## src/rtl/serial_hold_front.sv

```systemverilog
module serial_hold_front #(
  parameter int DATA_W = 8
) (
  input  logic              clk,
  input  logic              rst_n,
  input  logic              sclk,
  input  logic              cs_n,
  input  logic              hold_n,
  input  logic              si,
  input  logic              quad_en,
  input  logic              busy,
  input  logic              tx_load,
  input  logic [DATA_W-1:0] tx_byte,
  output logic              so,
  output logic              so_oe,
  output logic              rx_valid,
  output logic [DATA_W-1:0] rx_byte,
  output logic              hold_active,
  output logic              busy_out
);
  localparam int CNT_W = (DATA_W > 2) ? $clog2(DATA_W) : 1;
  localparam logic [CNT_W-1:0] LAST = CNT_W'(DATA_W - 1);

  logic              sclk_d;
  logic [CNT_W-1:0]  bit_cnt;
  logic [DATA_W-2:0] rx_sh;
  logic [DATA_W-1:0] tx_sh;
  logic              so_r;
  logic              armed;

  wire sck_rise = sclk & ~sclk_d;
  wire sck_fall = ~sclk & sclk_d;
  wire live     = ~cs_n & ~hold_active;

  always_ff @(posedge clk) begin
    if (!rst_n) sclk_d <= 1'b0;
    else        sclk_d <= sclk;
  end

  always_ff @(posedge clk) begin
    if (!rst_n)              hold_active <= 1'b0;
    else if (cs_n | quad_en) hold_active <= 1'b0;
    else if (!sclk)          hold_active <= ~hold_n;
  end

  always_ff @(posedge clk) begin
    if (!rst_n) begin
      bit_cnt  <= '0;
      rx_sh    <= '0;
      rx_byte  <= '0;
      rx_valid <= 1'b0;
    end else begin
      rx_valid <= 1'b0;
      if (cs_n) begin
        bit_cnt <= '0;
      end else if (live && sck_rise) begin
        if (bit_cnt == LAST) begin
          rx_byte  <= {rx_sh, si};
          rx_valid <= 1'b1;
          bit_cnt  <= '0;
        end else begin
          rx_sh   <= {rx_sh[DATA_W-3:0], si};
          bit_cnt <= bit_cnt + 1'b1;
        end
      end
    end
  end

  always_ff @(posedge clk) begin
    if (!rst_n) begin
      tx_sh <= '0;
      so_r  <= 1'b0;
    end else if (tx_load) begin
      tx_sh <= tx_byte;
    end else if (live && sck_fall) begin
      so_r  <= tx_sh[DATA_W-1];
      tx_sh <= {tx_sh[DATA_W-2:0], 1'b0};
    end
  end

  always_ff @(posedge clk) begin
    if (!rst_n)       armed <= 1'b0;
    else if (cs_n)    armed <= 1'b0;
    else if (tx_load) armed <= 1'b1;
  end

  always_ff @(posedge clk) begin
    if (!rst_n) busy_out <= 1'b0;
    else        busy_out <= busy;
  end

  assign so    = so_r;
  assign so_oe = ~cs_n & ~hold_active & armed;

  p_cs_clears_hold_r8: assert property (@(posedge clk) disable iff (!rst_n)
    cs_n |=> !hold_active);

  p_quad_no_hold_r9: assert property (@(posedge clk) disable iff (!rst_n)
    quad_en |=> !hold_active);

  p_hold_waits_low_r5: assert property (@(posedge clk) disable iff (!rst_n)
    (!cs_n && !quad_en && sclk) |=> $stable(hold_active));

  p_hold_freeze_cnt_r7: assert property (@(posedge clk) disable iff (!rst_n)
    (hold_active && !cs_n) |=> ($stable(bit_cnt) && $stable(rx_byte)));

  p_hold_freeze_tx_r7: assert property (@(posedge clk) disable iff (!rst_n)
    (hold_active && !tx_load) |=> ($stable(tx_sh) && $stable(so_r)));

  p_valid_pulse_r2: assert property (@(posedge clk) disable iff (!rst_n)
    rx_valid |=> !rx_valid);

  p_busy_follow_r10: assert property (@(posedge clk) disable iff (!rst_n)
    $rose(busy_out) |-> $past(busy));
endmodule

```

## config.mk

```make
export PLATFORM = sky130hd
export DESIGN_NAME = serial_hold_front
export DESIGN_NICKNAME = d
export VERILOG_FILES = /design/src/rtl/serial_hold_front.sv
export SDC_FILE = /design/constraint.sdc
export NUM_CORES = 1
export LEC_CHECK = 0
export BUFFER_PORTS_ARGS = -buffer_cell sky130_fd_sc_hd__buf_2
export CAP_MARGIN = 10
export CORE_AREA = 3 3 69 71
export CTS_BUF_LIST = sky130_fd_sc_hd__clkbuf_16
export DETAILED_ROUTE_END_ITERATION = 7
export DIE_AREA = 0 0 72 74
export SLEW_MARGIN = 20
export SYNTH_ARGS = -nofsm -noshare
export SYNTH_HDL_FRONTEND = slang
export SYNTH_SLANG_ARGS = --single-unit
```

## constraint.sdc

```tcl
create_clock -name clk -period 1.84 [get_ports clk]
set_input_delay 0.368 -clock clk [delete_from_list [all_inputs] [get_ports clk]]
set_output_delay 0.368 -clock clk [all_outputs]
set_load 0.02 [all_outputs]
```

After elaboration in Yosys (flattened, before gate mapping)
Index checks and enable logic that the tools add are counted.
{"block": "classes", "bitwise": 14, "eq_ne": 1, "mux": 4, "n_reduce_logical": 9, "add_sub_neg": 1, "order_cmp": 0, "n_mul": 0, "shift": 0, "n_div": 0}
{"operator": "8-bit two-way mux", "count": 2}
{"operator": "1-bit NOT", "count": 9}
{"operator": "3-bit AND reduction", "count": 2}
{"operator": "1-bit AND", "count": 4}
{"operator": "2-bit OR reduction", "count": 2}
{"operator": "3-bit by 1-bit adder with 3-bit output (second input constant)", "count": 1}
{"operator": "3-bit equality test (second input constant)", "count": 1}
{"operator": "3-bit two-way mux", "count": 1}
{"operator": "3-bit OR reduction", "count": 1}
{"operator": "1-bit logical AND", "count": 2}
{"operator": "2-bit AND reduction", "count": 1}
{"operator": "2-bit nonzero test", "count": 1}
{"operator": "1-bit two-way mux", "count": 1}
{"operator": "1-bit OR", "count": 1}
{"block": "word_totals", "mem_bits_ro": 0, "mem_count": 0, "reg_bits": 32, "input_bits": 17, "ramBits": 0, "wordCells": 39, "latch_bits": 0, "out_inout_bits": 13}

Depth between registers and ports, before layout
{"block": "depth", "word_depth": 5, "depth_mapped": 5, "mapped_depth_nobuf": 4}

Worst setup path before layout
OpenSTA, ideal clock, no wires.
{"block": "synth_path", "path_kind": "register to register", "startpoint": "register hold_active", "endpoint": "register so_r (netlist: so)", "stages_incl_launch_ff": 5, "setup_time_ps": 120, "t_required_ps": 1720, "t_arrival_ps": 1312, "path_buffers": 1, "period_less_slack_ps": 1432, "slack_ps": 408, "path_cell_list": "dfxtp_1 or4b_1 buf_2 o21ai_0 a21boi_1"}
{"block": "synth_between", "elab_chain_cells": 4}
{"element": "start: declaration", "line_no": "18", "source": "output logic hold_active,"}
{"element": "start signal: assignment", "line_no": "43", "source": "else if (!sclk) hold_active <= ~hold_n;"}
{"element": "1-bit NOT", "line_no": "33", "source": "wire live = ~cs_n & ~hold_active;"}
{"element": "1-bit AND", "line_no": "33"}
{"element": "1-bit logical AND", "line_no": "75", "source": "end else if (live && sck_fall) begin"}
{"element": "2-bit AND reduction (no line)"}
{"element": "end signal: assignment", "line_no": "76", "source": "so_r <= tx_sh[DATA_W-1];"}
{"element": "end: declaration", "line_no": "28", "source": "logic so_r;"}
Every way passes these cells.
A chain may end at the register's enable or synchronous reset.

Final worst setup path
Same ends and word-level chain as after synthesis.

==> results by group <==
Finish
  • Most common cell after layout, fill and taps aside: dfxtp_1
  • Share of layout cells above drive strength 1: 25.3%
  • Layout Nets: 180
  • Diode count: 0
  • Layout area overhead: 29.8%
  • Most frequent cells in the layout: 32 x dfxtp_1, 31 x nand2_1, 29 x buf_2, 17 x mux2i_1, 8 x o21ai_0

CTS
  • Post-cts resize count: 0
  • CTS H-tree lvls: 2
  • Postcts setup bufs: 0
  • CTS tree: yes
  • Root buf cell: clkbuf_16
  • Clock-pin slew on the worst setup and hold paths: 0.05 ns
  • Clock buffer depth: 2
  • Hold buffer count at CTS: 0
  • CTS Buf Count: 5
  • CTS Sinks: 32
  • Worst-Skew Late Latency: 0.27 ns

Yosys
  • Yosys cell types: 24
  • Yosys warnings: 0
  • Async S/R FF share, synth: 0%
  • Post-synth top flop: dfxtp_1
  • EDFF count, synth: 0
  • Mapped Nets: 147
  • Avg Cell Area, Syn: 9.65 µm²
  • Sequential area share after synthesis: 51.9%
  • Syn Std Cell Area: 1230 µm²
  • Gate Count Post-Synth: 128
  • FF+latch count, synth: 32

Worst setup path
  • Reg-to-Reg End: so
  • Max FO, Critical Path: 9
  • Worst path top cell family by delay: simple AND/OR/NAND/NOR gates
  • R2r startpoint: hold_active
  • CP Data Required Time: 2.00 ns
  • R2r worst-path depth: 3
  • Worst Setup EP: so
  • Crit. Startpoint: hold_active
  • Critical path depth: 3
  • Crit-path max cell delay: 0.70 ns
  • CP Data Arrival Time: 1.64 ns
  • Crit path cell chain: or4b_1 -> o21ai_0 -> a21boi_1
  • Crit path buffers/inverters: 0
  • Worst Setup Start Kind: flip-flop
  • Internal reg-to-reg setup slack: 0.36 ns
  • Slowest CP cell: or4b_1
  • Critical path endpoint category: flip-flop
  • CP Class: reg -> reg

Power
  • P_leak: 0.734 nW
  • Switch Pwr: 338 µW
  • Peak supply drop: 0.536 mV
  • Pwr/cell area: 1070 nW/µm²
  • Flop pwr share: 42.0%
  • Internal power: 1.38 mW
  • Sw Share: 19.7%
  • Clock power share: 52.8%
  • Comb pwr share: 5.2%

Die
  • Die width: 72 µm
  • Io pins: 30
  • # rows: 24
  • Die Y: 74 µm
  • Initial Util: 28.8%
  • Core area: 4290 µm²
  • Die Footprint: 5330 µm²

Place
  • Final GP Congestion: 0.720
  • Port-buffer cells: 29
  • Post-DP HPWL: 1710 µm

Timing
  • Worst-margin pin slew: 0.418 ns
  • Max Clock Skew: 0.00384 ns
  • Period utilization: 80.6%
  • Fin Setup TNS: 0 ns
  • Final setup viols: 0
  • RSZ-0062 raised after global routing: false
  • Tmin final: 1.48 ns
  • Final Hold Fails: 0
  • Slew headroom: 72.1%
  • Worst hold slack: 0.277 ns
  • Final Slew Violations: 0
  • Max Freq: 674 MHz

Global route
  • Pin count of the biggest net entering global routing: 18
  • Initial antenna violation count: 0
  • All-layer global routing usage: 9.72%
  • Grt ovf: 0
  • Global-route wire length before repair: 4010 µm
  • Vias in the first global route: 880

Drt
  • Routed via count: 979
  • Drt first pass iters: 4
  • WL/cell: 11.3 µm
  • Via density: 4.57
  • Final WL: 2430 µm
  • ANT nets after route: 0
  • DRC viols: 0
  • Initial drt markers: 44

Outcome
  • Run status: complete, no violations

Min path
  • HP Class: in -> reg

Job
  • Maxcap violations: 0
==> area by class of cell <==
| type | count | area, µm² |
|---|---|---|
| Tap cell | 52 | 65.1 |
| Fill cell | 427 | 2690 |
| Inverter | 2 | 7.51 |
| Multi-Input combinational cell | 88 | 559 |
| Clock inverter | 3 | 37.5 |
| Sequential cell | 32 | 641 |
| Clock buffer | 5 | 125 |
| Timing Repair Buffer | 32 | 168 |
==> metrics by stage <==
stage	setup WS, ns	instances	util [%]	power [mW]	cell area [µm²]
detailed placement	0.271	206	33.5	0.827	1440
global route	0.229	214	37.3	1.78	1600
global placement	0.281	206	33.5	0.827	1440
finish	0.357	214	37.3	1.72	1600
CTS	0.340	214	37.3	1.74	1600
floorplan	0.408	128	-	0.791	1230
==> cell usage after synthesis (2+ instances only) <==
| library cell | number | share of area (%) |
|---|---|---|
| mux2i_1 | 17 | 14 |
| clkbuf_1 | 4 | 1.2 |
| dfxtp_1 | 32 | 52 |
| o21ai_0 | 8 | 3.2 |
| ha_1 | 2 | 2.0 |
| nand3_1 | 2 | 0.81 |
| and2_1 | 2 | 1.0 |
| inv_1 | 2 | 0.61 |
| nor3b_1 | 2 | 1.2 |
| nand2_1 | 31 | 9.4 |
| nor2_1 | 7 | 2.1 |
| a31oi_1 | 7 | 3.5 |
==> per-layer routing <==
| layer | up-vias | routed length, µm | track usage, % |
|---|---|---|---|
| li1 | 502 | - | - |
| met3 | 3 | 185 | 4.86 |
| met1 | 443 | 1130 | 12.1 |
| met5 | - | 0 | 0 |
| met2 | 31 | 1080 | 14.7 |
| met4 | 0 | 27 | 3.13 |
==> how the worst min path moves through the flow <==
stage	from	endpoint	slack, ns	depth (start not counted)
2_1_floorplan	armed	armed	0.43	2
3_3_place_gp	rx_byte[4]	rx_byte[4]	0.45	2
3_5_place_dp	rx_byte[4]	rx_byte[4]	0.45	2
4_1_cts	quad_en	hold_active	0.27	2
5_1_grt	quad_en	hold_active	0.29	2
6_report	quad_en	hold_active	0.28	2
==> registers in the layout, summed over array words and instances (netlist names) <==
name,cells
armed,1
hold_active,1
busy_out,1
tx_sh,8
rx_sh,7
so,1
sclk_d,1
rx_valid,1
rx_byte,8
bit_cnt,3
==> worst reg2reg max path: stages, from the launching register on <==
cell	delay, ns
dfxtp_1	0.38
or4b_1	0.71
o21ai_0	0.21
a21boi_1	0.08
==> cells by family after synthesis <==
group | count (synthesis) | synth area share [%]
flops | 32 | 51.9
fa+ha+maj | 2 | 2.03
buf+inv | 8 | 2.84
compound gates | 19 | 9.32
mux | 17 | 13.8
simple gates | 50 | 20.2
==> power by group through the flow <==
stage	Sequential, mW	Clock [mW]	Combinational (mW)
final	0.723	0.907	0.0892
after global routing	0.723	0.957	0.100
after CTS	0.722	0.930	0.0905
after global placement	0.737	0	0.0900
after floorplan	0.737	0	0.0542
after detailed placement	0.737	0	0.0900
Power figures use the tool's default switching activity.
